`src/rtl/ptw_pkg.sv`:
```
package ptw_pkg;
    localparam int AW    = 32;
    localparam int DOM_W = 4;
    localparam int CODE_W = 4;
    localparam int FSR_W = DOM_W + CODE_W;

    localparam logic [1:0] ACC_READ  = 2'd0;
    localparam logic [1:0] ACC_WRITE = 2'd1;
    localparam logic [1:0] ACC_FETCH = 2'd2;

    localparam logic [CODE_W-1:0] FC_XLAT_SECT = 4'd5;
    localparam logic [CODE_W-1:0] FC_XLAT_PAGE = 4'd7;
    localparam logic [CODE_W-1:0] FC_DOM_SECT  = 4'd9;
    localparam logic [CODE_W-1:0] FC_DOM_PAGE  = 4'd11;
    localparam logic [CODE_W-1:0] FC_PERM_SECT = 4'd13;
    localparam logic [CODE_W-1:0] FC_PERM_PAGE = 4'd15;

    typedef enum logic [2:0] {
        S_IDLE, S_L1_REQ, S_L1_WAIT, S_L2_REQ, S_L2_WAIT, S_CHECK, S_DONE
    } walk_state_e;

    typedef struct packed {
        walk_state_e       state;
        logic [AW-1:0]     va;
        logic [1:0]        acc;
        logic              user;
        logic              is_page;
        logic [DOM_W-1:0]  dom;
        logic [1:0]        dom_acc;
        logic [1:0]        ap;
        logic [AW-1:0]     pa;
        logic [AW-11:0]    tbl;
        logic              fault;
        logic [FSR_W-1:0]  fsr;
        logic              rd;
        logic              wr;
    } walk_st_t;

    typedef struct packed {
        logic [FSR_W-1:0] ifsr;
        logic [AW-1:0]    ifar;
        logic [FSR_W-1:0] dfsr;
        logic [AW-1:0]    dfar;
    } fbank_t;
endpackage

```
`src/rtl/ptw_l2_decode.sv`:
```
module ptw_l2_decode
    import ptw_pkg::*;
(
    input  logic [AW-1:0] desc,
    input  logic [15:0]   va_lo,
    output logic          xlat_fault,
    output logic [AW-1:0] pa,
    output logic [1:0]    ap
);
    logic [4:0] sub_idx;
    logic [1:0] unused_cb;

    assign unused_cb = desc[3:2];
    assign sub_idx   = 5'd4 + {2'b00, va_lo[15:14], 1'b0};

    always_comb begin
        xlat_fault = 1'b0;
        pa         = '0;
        ap         = '0;
        case (desc[1:0])
            2'd1: begin
                pa = {desc[AW-1:16], va_lo[15:0]};
                ap = desc[sub_idx +: 2];
            end
            2'd2: begin
                pa = {desc[AW-1:12], va_lo[11:0]};
                ap = desc[sub_idx +: 2];
            end
            2'd3: begin
                pa = {desc[AW-1:10], va_lo[9:0]};
                ap = desc[5:4];
            end
            default: xlat_fault = 1'b1;
        endcase
    end
endmodule

```
`src/rtl/ptw_perm.sv`:
```
module ptw_perm (
    input  logic [1:0] ap,
    input  logic [1:0] dom_acc,
    input  logic       user,
    input  logic       is_write,
    input  logic       sys_bit,
    input  logic       rom_bit,
    output logic       grant_rd,
    output logic       grant_wr
);
    always_comb begin
        grant_rd = 1'b0;
        grant_wr = 1'b0;
        if (dom_acc == 2'd3) begin
            grant_rd = 1'b1;
            grant_wr = 1'b1;
        end else begin
            case (ap)
                2'd0: if (!is_write) begin
                    case ({rom_bit, sys_bit})
                        2'b01:   grant_rd = !user;
                        2'b10:   grant_rd = 1'b1;
                        default: grant_rd = 1'b0;
                    endcase
                end
                2'd1: begin
                    grant_rd = !user;
                    grant_wr = !user;
                end
                2'd2: begin
                    grant_rd = !(user && is_write);
                    grant_wr = !user;
                end
                default: begin
                    grant_rd = 1'b1;
                    grant_wr = 1'b1;
                end
            endcase
        end
    end
endmodule

```
`src/rtl/ptw_fault_bank.sv`:
```
module ptw_fault_bank
    import ptw_pkg::*;
(
    input  logic             clk,
    input  logic             rst_n,
    input  logic             upd,
    input  logic             is_fetch,
    input  logic [FSR_W-1:0] fsr_in,
    input  logic [AW-1:0]    far_in,
    output logic [FSR_W-1:0] ifsr,
    output logic [AW-1:0]    ifar,
    output logic [FSR_W-1:0] dfsr,
    output logic [AW-1:0]    dfar
);
    fbank_t bank_d, bank_q;

    always_comb begin
        bank_d = bank_q;
        if (upd) begin
            if (is_fetch) begin
                bank_d.ifsr = fsr_in;
                bank_d.ifar = far_in;
            end else begin
                bank_d.dfsr = fsr_in;
                bank_d.dfar = far_in;
            end
        end
    end

    always_ff @(posedge clk or negedge rst_n) begin
        if (!rst_n) bank_q <= '0;
        else        bank_q <= bank_d;
    end

    assign ifsr = bank_q.ifsr;
    assign ifar = bank_q.ifar;
    assign dfsr = bank_q.dfsr;
    assign dfar = bank_q.dfar;
endmodule

```
`src/rtl/pt_walker.sv`:
```
module pt_walker
    import ptw_pkg::*;
#(
    parameter logic [AW-1:0] RELOC_LIMIT = 32'h0200_0000
) (
    input  logic             clk,
    input  logic             rst_n,
    input  logic             req_valid,
    input  logic [AW-1:0]    req_va,
    input  logic [1:0]       req_acc,
    input  logic             req_user,
    input  logic [AW-1:0]    tbl_base,
    input  logic [AW-1:0]    dom_ctl,
    input  logic [AW-1:0]    proc_off,
    input  logic             ctl_mmu_en,
    input  logic             ctl_sys,
    input  logic             ctl_rom,
    output logic             mem_rd_valid,
    output logic [AW-1:0]    mem_rd_addr,
    input  logic             mem_rsp_valid,
    input  logic [AW-1:0]    mem_rsp_data,
    output logic             done,
    output logic [AW-1:0]    pa,
    output logic             perm_rd,
    output logic             perm_wr,
    output logic             fault,
    output logic [FSR_W-1:0] fault_status,
    output logic [AW-1:0]    fault_addr,
    output logic [FSR_W-1:0] ifsr,
    output logic [AW-1:0]    ifar,
    output logic [FSR_W-1:0] dfsr,
    output logic [AW-1:0]    dfar
);
    walk_st_t st_d, st_q;

    logic [DOM_W-1:0] l1_dom;
    logic [1:0]       l1_acc;
    logic [AW-1:0]    va_rel;
    logic             l2_fault;
    logic [AW-1:0]    l2_pa;
    logic [1:0]       l2_ap;
    logic             g_rd, g_wr;
    logic             cur_fetch;
    logic [13:0]      unused_base;

    assign unused_base = tbl_base[13:0];
    assign l1_dom      = mem_rsp_data[8:5];
    assign l1_acc      = dom_ctl[{l1_dom, 1'b0} +: 2];
    assign va_rel      = (req_va < RELOC_LIMIT) ? req_va + proc_off : req_va;
    assign cur_fetch   = (st_q.acc == ACC_FETCH);

    ptw_l2_decode i_l2 (
        .desc(mem_rsp_data), .va_lo(st_q.va[15:0]),
        .xlat_fault(l2_fault), .pa(l2_pa), .ap(l2_ap)
    );

    ptw_perm i_perm (
        .ap(st_q.ap), .dom_acc(st_q.dom_acc), .user(st_q.user),
        .is_write(st_q.acc == ACC_WRITE), .sys_bit(ctl_sys), .rom_bit(ctl_rom),
        .grant_rd(g_rd), .grant_wr(g_wr)
    );

    always_comb begin
        st_d = st_q;
        case (st_q.state)
            S_IDLE: if (req_valid) begin
                st_d.va    = va_rel;
                st_d.pa    = va_rel;
                st_d.acc   = req_acc;
                st_d.user  = req_user;
                st_d.fault = 1'b0;
                st_d.fsr   = '0;
                st_d.dom   = '0;
                st_d.rd    = 1'b0;
                st_d.wr    = 1'b0;
                if (!ctl_mmu_en) begin
                    st_d.rd    = 1'b1;
                    st_d.wr    = 1'b1;
                    st_d.state = S_DONE;
                end else begin
                    st_d.state = S_L1_REQ;
                end
            end
            S_L1_REQ: st_d.state = S_L1_WAIT;
            S_L1_WAIT: if (mem_rsp_valid) begin
                st_d.dom     = l1_dom;
                st_d.dom_acc = l1_acc;
                st_d.is_page = mem_rsp_data[0];
                case (mem_rsp_data[1:0])
                    2'd0: begin
                        st_d.fault = 1'b1;
                        st_d.fsr   = {l1_dom, FC_XLAT_SECT};
                        st_d.state = S_DONE;
                    end
                    2'd2: begin
                        if (!l1_acc[0]) begin
                            st_d.fault = 1'b1;
                            st_d.fsr   = {l1_dom, FC_DOM_SECT};
                            st_d.state = S_DONE;
                        end else begin
                            st_d.pa    = {mem_rsp_data[AW-1:20], st_q.va[19:0]};
                            st_d.ap    = mem_rsp_data[11:10];
                            st_d.state = S_CHECK;
                        end
                    end
                    default: begin
                        if (!l1_acc[0]) begin
                            st_d.fault = 1'b1;
                            st_d.fsr   = {l1_dom, FC_DOM_PAGE};
                            st_d.state = S_DONE;
                        end else begin
                            st_d.tbl   = mem_rsp_data[AW-1:10];
                            st_d.state = S_L2_REQ;
                        end
                    end
                endcase
            end
            S_L2_REQ: st_d.state = S_L2_WAIT;
            S_L2_WAIT: if (mem_rsp_valid) begin
                if (l2_fault) begin
                    st_d.fault = 1'b1;
                    st_d.fsr   = {st_q.dom, FC_XLAT_PAGE};
                    st_d.state = S_DONE;
                end else begin
                    st_d.pa    = l2_pa;
                    st_d.ap    = l2_ap;
                    st_d.state = S_CHECK;
                end
            end
            S_CHECK: begin
                st_d.rd    = g_rd;
                st_d.wr    = g_wr;
                st_d.state = S_DONE;
                if (!g_rd && !g_wr) begin
                    st_d.fault = 1'b1;
                    st_d.fsr   = {st_q.dom, st_q.is_page ? FC_PERM_PAGE : FC_PERM_SECT};
                end
            end
            default: st_d.state = S_IDLE;
        endcase
    end

    always_ff @(posedge clk or negedge rst_n) begin
        if (!rst_n) st_q <= '{state: S_IDLE, default: '0};
        else        st_q <= st_d;
    end

    assign mem_rd_valid = (st_q.state == S_L1_REQ) || (st_q.state == S_L2_REQ);
    assign mem_rd_addr  = (st_q.state == S_L2_REQ)
                        ? {st_q.tbl, st_q.va[19:12], 2'b00}
                        : {tbl_base[AW-1:14], st_q.va[31:20], 2'b00};
    assign done         = (st_q.state == S_DONE);
    assign pa           = st_q.pa;
    assign perm_rd      = st_q.rd;
    assign perm_wr      = st_q.wr;
    assign fault        = st_q.fault;
    assign fault_status = st_q.fsr;
    assign fault_addr   = st_q.va;

    ptw_fault_bank i_bank (
        .clk(clk), .rst_n(rst_n), .upd(done && st_q.fault), .is_fetch(cur_fetch),
        .fsr_in(st_q.fsr), .far_in(st_q.va),
        .ifsr(ifsr), .ifar(ifar), .dfsr(dfsr), .dfar(dfar)
    );
endmodule

```
`config.mk`:
```
export PLATFORM = sky130hd
export DESIGN_NAME = pt_walker
export DESIGN_NICKNAME = d
export VERILOG_FILES = /design/src/rtl/ptw_pkg.sv /design/src/rtl/ptw_l2_decode.sv /design/src/rtl/ptw_perm.sv /design/src/rtl/ptw_fault_bank.sv /design/src/rtl/pt_walker.sv
export SDC_FILE = /design/constraint.sdc
export NUM_CORES = 1
export LEC_CHECK = 0
export ABC_AREA = 1
export BUFFER_PORTS_ARGS = -buffer_cell sky130_fd_sc_hd__buf_2
export CAP_MARGIN = 20
export CORE_MARGIN = 5
export CORE_UTILIZATION = 30
export DETAILED_ROUTE_END_ITERATION = 8
export PLACE_DENSITY = 0.51
export SETUP_SLACK_MARGIN = 0.3
export SYNTH_ARGS = -nofsm -noshare
export SYNTH_HDL_FRONTEND = slang
export SYNTH_HIERARCHICAL = 1
export SYNTH_SLANG_ARGS = --single-unit
```
`constraint.sdc`:
```
create_clock -name clk -period 2.8 [get_ports clk]
set_input_delay 0.56 -clock clk [delete_from_list [all_inputs] [get_ports clk]]
set_output_delay 0.56 -clock clk [all_outputs]
set_load 0.01 [all_outputs]
```
==> results.toml, run 1 <==
[clocking]
insertion_delay_ns = 0.44
cts_tree = "done"
clkTransAtPathRegs_ns = 0.07
cts_htree_levels = 4
cts_buffers = 17
cts_buffer_depth = 2
numClockSinks = 191
cts_root_buffer = "clkbuf_16"

[die]
die-width_um = 217
core_area_um2 = 42800
dieArea_um2 = 47200
rows = 76
start_util_pct = 30.1
io_pins = 359
die_h_um = 217

[worst_setup_path]
path_cells = "nor2_4, nand2_4, bufbuf_16, o21ai_1, buf_2"
crit_start = "st_q[111]"
r2r_slack_ns = 0.66
slowest_delay_ns = 0.45
worst-path-stages = 5
crit-reg2reg-launch = "st_q[65]"
rr_worst_depth = 12
crit_fanout = 21
cp-end-kind = "output port"
critPathBufInv = 2
endpoint = "mem_rd_addr[4]"
r2r_end = "fault_status[3]"
arrival_ns = 1.84
cp_top_family = "buffers and inverters"
cpMaxStageDelayCell = "dfrtp_2"
required_ns = 2.24
critPathLaunchType = "flip-flop"
path_class = "reg -> out"

[power]
power_density_nw_per_um2 = 930
irDropWorstVdd_uv = 336
leakage_nw = 8.91

[place]
io_buffers = 340
routabilityCongestion = 0.876
dp_cells = 2637
place_ws_ns = 0.119
placed_cell_area_um2 = 14600
place.detailed.hpwl_mm = 37.8

[route]
num_vias = 12400
drcViolationCount = 0
wl_per_cell_um = 17.8
vias_per_cell = 4.64
firstDrtPassIters = 5
postRouteAntennaNets = 0
drt_iter0_markers = 1037
routed_wl_mm = 47.6

[sta]
fin_crit_sh_pct = 85.7
finalCriticalPeriod_ns = 2.40
worst_slack_ns = 0.401
finalClockSkew_ns = 0.00656
setup_tns_ns = 0
finalSetupViolCount = 0
tightest_slew_ns = 0.786
hold_viol = 0
max_freq_mhz = 417
whs_ns = 0.138
rsz0062_at_grt = "no"
drv_slew = 0
relSlewSlack_pct = 47.4

[yosys]
netlist_instances = 1867
synthArstFlopShare_pct = 100
ys.flop_type = "dfrtp_1"
yosysWarnings = 6
seq_area_frac_synth_pct = 37.1
ys_ff_latch = 191
syn_area_per_cell_um2 = 6.91
yosysUniqueCellTypes = 41
syn-cell-area_um2 = 12900
synth-edff-count = 0

[run]
maxCapViolCount = 0

[grt]
grt_pass1_vias = 11900
grtUsageTotal_pct = 19.6
grt_max_degree = 83
antenna_found_initial = 3
grt_overflow = 0
grt_pass1_wl_mm = 71.8

[final_layout]
areaGrowthSynthToFinish_pct = 19.1
layout.nets = 2327
design_area_um2 = 15400
stdcell_count = 2674
n_fill_cell = 4669
drive_above_1_share_pct = 22.0

[outcome]
status = "complete, no violations"

[hold_path]
hold_path_class = "in -> async"
state kept, by name, summed over array words and instances (netlist names):
name          count
st_q             37
fault_addr       32
i_bank/dfar      32
i_bank/ifar      32
pa               32
fault_status      8
i_bank/dfsr       8
i_bank/ifsr       8
perm_rd           1
perm_wr           1
cell families (layout without fill, tap and decap cells):
kind of cell / Yosys count / in the layout / share of synthesized area, %
AOI/OAI and AO/OA: 219 / 219 / 9.64
muxes: 23 / 23 / 1.96
other: 1 / 3 / 0.0291
and+or+nand+nor: 970 / 970 / 30.9
buffers and inverters: 406 / 665 / 15.2
DFF: 191 / 191 / 37.1
adders and majority gates: 43 / 43 / 4.23
xor gates and xnor gates: 14 / 14 / 0.951
synth_stat cells, types with 3 or more instances:
| library cell | n | area share, % |
|---|---|---|
| o21ai_0 | 122 | 4.7 |
| nand3_1 | 164 | 6.4 |
| mux2i_1 | 5 | 0.39 |
| nor2_2 | 4 | 0.19 |
| nor3_1 | 7 | 0.27 |
| xnor2_1 | 14 | 0.95 |
| buf_6 | 14 | 1.2 |
| buf_2 | 20 | 0.78 |
| buf_4 | 81 | 4.7 |
| clkbuf_1 | 31 | 0.90 |
| or2_2 | 14 | 0.68 |
| mux2_2 | 18 | 1.6 |
| a22oi_1 | 16 | 0.93 |
| nor2_1 | 120 | 3.5 |
| a21boi_1 | 16 | 0.93 |
| nand4_1 | 5 | 0.24 |
| inv_2 | 6 | 0.17 |
| o211ai_1 | 9 | 0.52 |
| ha_1 | 42 | 4.1 |
| inv_1 | 251 | 7.3 |
| dfrtp_1 | 191 | 37 |
| a21o_1 | 3 | 0.17 |
| nand2_1 | 645 | 19 |
| a21oi_1 | 42 | 1.6 |
| o221ai_1 | 3 | 0.20 |
| nand2_4 | 3 | 0.26 |
timing repair:
item	CTS	global route
pin swaps	0	0
endpoints found under the hold margin	0	0
endpoints found under the setup margin	24	6
cloned	2	0
setup buffers	1	1
hold buffers	0	0
gates resized for setup	11	4
power by group:
part / internal (mW) / leakage, nW / switching [mW] / total (mW)
sequential: 3.95 / 2.44 / 1.26 / 5.21
combinational: 2.34 / 6.16 / 4.07 / 6.40
clock: 1.55 / 0.313 / 1.12 / 2.67
stage by stage:
step / util [%] / total power [mW]
finish: 35.9 / 14.3
global route: 35.9 / 15.4
CTS: 35.9 / 14.5
detailed placement: 34.2 / 11.7
global placement: 34.2 / 11.6
floorplan: - / 9.39
worst min path at each step:
stage / start / endpoint / slack [ns] / cells past startpoint
2_1_floorplan: rst_n / fault_addr[0] / 0.26 / 0
3_3_place_gp: i_bank/ifar[31] / i_bank/ifar[31] / 0.45 / 2
3_5_place_dp: i_bank/ifar[6] / i_bank/ifar[6] / 0.45 / 2
4_1_cts: rst_n / i_bank/dfar[2] / 0.15 / 1
5_1_grt: rst_n / i_bank/ifsr[7] / 0.16 / 1
6_report: rst_n / i_bank/ifsr[4] / 0.14 / 1
layer usage:
| metal | vias up | global-route usage (%) | share of wire [%] | routed length [um] |
|---|---|---|---|---|
| met3 | 41 | 2.99 | 4.9 | 2340 |
| met5 | - | 0 | 0.027 | 13 |
| li1 | 6246 | - | - | - |
| met4 | 2 | 4.47 | 1.6 | 776 |
| met1 | 5790 | 28.6 | 49 | 23200 |
| met2 | 336 | 30.7 | 45 | 21300 |
cells in the final DEF (no fill, tap or decap), drive strengths merged, types with 3 or more instances in the layout:
cell type and count:
clkinv 6, inv 261, mux2 18, clkbuf 21, dfrtp 191, mux2i 5
nor2 126, a21boi 16, nand2 650, a22oi 16, bufinv 4, ha 42
or2 14, xnor2 14, a21o 3, o21ai 124, o221ai 3, o211ai 9
buf 371, a21oi 42, nand4 5, nor3 7, nand3 166
area by class of cell:
class | instances | area (um2) | area share (%)
clock buffer | 20 | 457 | 2.97
timing repair buffer | 373 | 2080 | 13.5
tap | 546 | 683 | 4.45
inverter | 260 | 981 | 6.39
multi-input combinational | 1271 | 6200 | 40.3
clock inverter | 12 | 180 | 1.17
antenna | 1 | 2.50 | 0.0163
sequential | 191 | 4780 | 31.1
worst reg2reg max path: stages, from the launching register on:
cell and delay [ns]:
dfrtp_1 0.42, inv_1 0.09, ha_1 0.22, nor2_1 0.10, nor2_1 0.05, nor3_1 0.12
nand2_1 0.07, nand2_1 0.09, nand3b_1 0.10, nor2_1 0.11, nand3_1 0.37, nand2_1 0.17
o21ai_0 0.10
(Power assumes the default switching activity.)
==> inputs of run 2 (changes only) <==
- CORE_UTILIZATION: 30 -> 50
- PLACE_DENSITY: 0.51 -> 0.77
==> results.toml, run 2 (synthesis gave the netlist of run 1 again) <==
[outcome]
status = "complete, no violations"

[sta]
rsz0062_at_grt = "no"
whs_ns = 0.139
fin_crit_sh_pct = 86.8
finalCriticalPeriod_ns = 2.43
finalClockSkew_ns = 0.0125
hold_viol = 0
relSlewSlack_pct = 47.5
max_freq_mhz = 412
setup_tns_ns = 0
worst_slack_ns = 0.371
tightest_slew_ns = 0.784
drv_slew = 0
finalSetupViolCount = 0

[route]
postRouteAntennaNets = 0
drcViolationCount = 0
wl_met2_mm = 19.1
routed.top_layer = "met5"
firstDrtPassIters = 5
wl_met3_mm = 3.77
drt_iter0_markers = 1265
routed_wl_mm = 41.8
num_vias = 13000
vias_per_cell = 5.29
wl_per_cell_um = 17.1
wl_met1_mm = 17.9

[die]
die-width_um = 171
dieArea_um2 = 29100
start_util_pct = 50.9
core_area_um2 = 25300
die_h_um = 171
rows = 58
io_pins = 359

[worst_setup_path]
crit_fanout = 11
critPathLaunchType = "flip-flop"
cp-end-kind = "output port"
path_class = "reg -> out"
required_ns = 2.24
arrival_ns = 1.87

[place]
place_ws_ns = 0.198
place.detailed.hpwl_mm = 32.4
routabilityCongestion = 0.954
io_buffers = 340
placed_cell_area_um2 = 14300

[power]
leakage_nw = 8.82
power_density_nw_per_um2 = 934
p_total_mw = 14.0
irDropWorstVdd_uv = 538

[grt]
grt_overflow = 0
grt_max_degree = 79
antenna_found_initial = 3
grt_pass1_vias = 12100
grt_pass1_wl_mm = 64.9
grtUsageTotal_pct = 28.1

[final_layout]
final_common_cell = "nand2_1"
regMostFlops = "st_q"
design_area_um2 = 15000
areaGrowthSynthToFinish_pct = 15.9
layout.nets = 2318
final_cell_mix = "644 x nand2_1, 339 x buf_2, 250 x inv_1"
largest_reg_flops = 37
drive_above_1_share_pct = 21.6

[clocking]
cts_root_buffer = "clkbuf_16"
insertion_delay_ns = 0.44
ctsHoldBuffers = 0
cts_tree = "done"
cts_htree_levels = 4
clkTransAtPathRegs_ns = 0.08
cts_buffer_depth = 2
numClockSinks = 191
cts_buffers = 17

[run]
maxCapViolCount = 0

[hold_path]
hold_path_class = "in -> async"
run 2: routing by layer:
layer | up-vias | GRT usage [%]
met4 | 2 | 8.58
met3 | 69 | 3.47
met1 | 6026 | 40.7
met5 | - | 0
li1 | 6237 | -
met2 | 635 | 44.3
run 2: final timing paths:
path	from	endpoint	slack, ns	cells after the start
setup / recovery	st_q[109]	mem_rd_addr[26]	0.37	6
max in group asynchronous	rst_n	i_bank/ifar[1]	1.86	2
setup reg to reg	st_q[65]	fault_status[1]	0.55	11
min in group clk	req_user	st_q[74]	0.33	3
hold / removal	rst_n	i_bank/dfar[20]	0.14	1
hold reg to reg	i_bank/dfar[17]	i_bank/dfar[17]	0.47	2
run 2: repair_timing:
item | 4_1_cts | 5_1_grt
resized for setup | 10 | 4
gates cloned | 1 | 1
setup buffers | 1 | 0
endpoints found under the setup margin | 30 | 26
pin swaps | 0 | 0
run 2: critical path, cell delays in order (launching register included):
cell     delay (ns)
dfrtp_2        0.45
inv_4          0.10
nor2_4         0.05
nand2_4        0.15
buf_12         0.17
mux2_2         0.35
buf_2          0.15
run 2: area by class of cell:
type / instances / area [um2]
well taps: 330 / 413
inverters: 260 / 981
diodes: 2 / 5.00
flip-flops and latches: 191 / 4780
fillers: 2421 / 10400
clock inverters: 14 / 169
clock buffers: 18 / 429
repair buffers: 364 / 1980
multi-input cells: 1271 / 6200
run 2: power breakdown:
part | switching, mW | internal, mW | total, mW
logic | 3.97 | 2.29 | 6.26
clock network | 1.21 | 1.28 | 2.49
registers | 1.28 | 3.94 | 5.22
total | 6.45 | 7.52 | 14.0
run 2: through the flow:
step,cells,utilization (%)
6_report,2450,59.0
3_5_place_dp,2413,56.3
5_1_grt,2450,59.0
4_1_cts,2447,58.9
2_1_floorplan,1868,-
3_3_place_gp,2413,56.3
==> inputs of run 3 (changes only) <==
--- a/config.mk
+++ b/config.mk
@@ -15,2 +15,3 @@
 export SETUP_SLACK_MARGIN = 0.3
+export SKIP_CTS_REPAIR_TIMING = 1
 export SYNTH_ARGS = -nofsm -noshare
==> constraint.sdc (replaced) <==
create_clock -name clk -period 2.8 [get_ports clk]
set_input_delay 0.7 -clock clk [delete_from_list [all_inputs] [get_ports clk]]
set_output_delay 0.7 -clock clk [all_outputs]
set_load 0.01 [all_outputs]
==> results.toml, run 3 (synthesis gave the netlist of run 1 again) <==
[outcome]
status = "complete, no violations"

[power]
seqPwrFrac_pct = 36.3
leakage_nw = 8.99
p_int_mw = 7.60
p_sw_mw = 6.54
clockPowerShare_pct = 17.5
p_total_mw = 14.1
irDropWorstVdd_uv = 490
power.share.switching_pct = 46.3
power_frac_comb_pct = 46.2
power_density_nw_per_um2 = 926

[hold_path]
hold_path_class = "in -> async"

[worst_setup_path]
crit_fanout = 6
cp-end-kind = "output port"
arrival_ns = 1.86
rr_worst_depth = 13
critPathLaunchType = "flip-flop"
required_ns = 2.10
path_class = "reg -> out"

[sta]
finalCriticalPeriod_ns = 2.56
setup_tns_ns = 0
tightest_slew_ns = 0.793
hold_viol = 0
finalSetupViolCount = 0
rsz0062_at_grt = "yes"
fin_crit_sh_pct = 91.5
relSlewSlack_pct = 46.9
finalClockSkew_ns = 0.0155
drv_slew = 0
max_freq_mhz = 390

[die]
start_util_pct = 50.9
die-width_um = 171
dieArea_um2 = 29100
rows = 58
die_h_um = 171
core_area_um2 = 25300
io_pins = 359

[clocking]
cts_root_buffer = "clkbuf_16"
numClockSinks = 191
cts_tree = "done"
cts_buffers = 17
cts_htree_levels = 4
insertion_delay_ns = 0.44
clkTransAtPathRegs_ns = 0.08
cts_buffer_depth = 2

[grt]
grtUsageTotal_pct = 27.4
antenna_found_initial = 4
grt_max_degree = 73
grt_pass1_vias = 11700
grt_overflow = 0
grt_pass1_wl_mm = 63.0

[final_layout]
regMostFlops = "st_q"
stdcell_count = 2464
final_cell_mix = "644 x nand2_1, 320 x buf_2, 250 x inv_1"
final_common_cell = "nand2_1"
drive_above_1_share_pct = 22.5
largest_reg_flops = 37
final_util_pct = 60.3
layout.nets = 2332
areaGrowthSynthToFinish_pct = 18.5
n_fill_cell = 2397
design_area_um2 = 15300

[place]
place.detailed.hpwl_mm = 32.3
dp_cells = 2418
routabilityCongestion = 0.952
io_buffers = 340
placed_cell_area_um2 = 14300

[route]
num_vias = 12900
drcViolationCount = 0
postRouteAntennaNets = 0
vias_per_cell = 5.23
firstDrtPassIters = 6
routed_wl_mm = 41.9
drt_iter0_markers = 1423
wl_per_cell_um = 17.0

[run]
maxCapViolCount = 0
==> run 3: path summary, 6_finish.rpt <==
kind / startpoint / endpoint / slack [ns]
setup / recovery: st_q[109] / mem_rd_addr[17] / 0.24
hold / removal: rst_n / i_bank/dfar[26] / 0.27
setup reg to reg: st_q[109] / pa[14] / 0.62
hold reg to reg: i_bank/dfar[16] / i_bank/dfar[16] / 0.47
max in group asynchronous: rst_n / i_bank/ifar[1] / 1.78
min in group clk: req_user / st_q[74] / 0.47
==> run 3: power groups by stage <==
stage	Combinational, mW	Sequential (mW)	Clock (mW)
2_1_floorplan	4.49	4.90	0
3_3_place_gp	6.15	5.10	0
3_5_place_dp	6.32	5.12	0
4_1_cts	6.34	5.08	2.51
5_1_grt	7.30	5.25	2.62
6_report	6.53	5.14	2.47
==> run 3: through the flow <==
stage | hold slack, ns | setup slack (ns)
floorplan | 0.404 | 0.499
global placement | 0.447 | 0.0879
detailed placement | 0.453 | 0.0618
CTS | 0.288 | -0.111
global route | 0.308 | 0.192
finish | 0.270 | 0.238
==> run 3: metal layers <==
metal | up-vias | global-route usage [%] | part of all wire (%)
met5 | - | 0 | 0.064
met4 | 4 | 8.33 | 2.6
met3 | 80 | 4.32 | 9.2
met2 | 600 | 42.9 | 46
met1 | 5947 | 39.2 | 42
li1 | 6262 | - | -
==> run 3: critical path: stages, from the launching register on <==
cell and delay, ns:
dfrtp_2 0.43, inv_4 0.05, nor2_4 0.19, nand2_8 0.13, clkbuf_16 0.19, mux2_2 0.30
buf_6 0.13
==> run 3: cell type report <==
cell class	count	area, um2	share of cell area (%)
flip-flops and latches	191	4780	31.3
multi-input cells	1271	6260	41.0
clock buffers	17	425	2.78
well taps	330	413	2.70
inverters	260	981	6.42
clock inverters	15	186	1.22
diodes	2	5.00	0.0328
repair buffers	378	2220	14.5
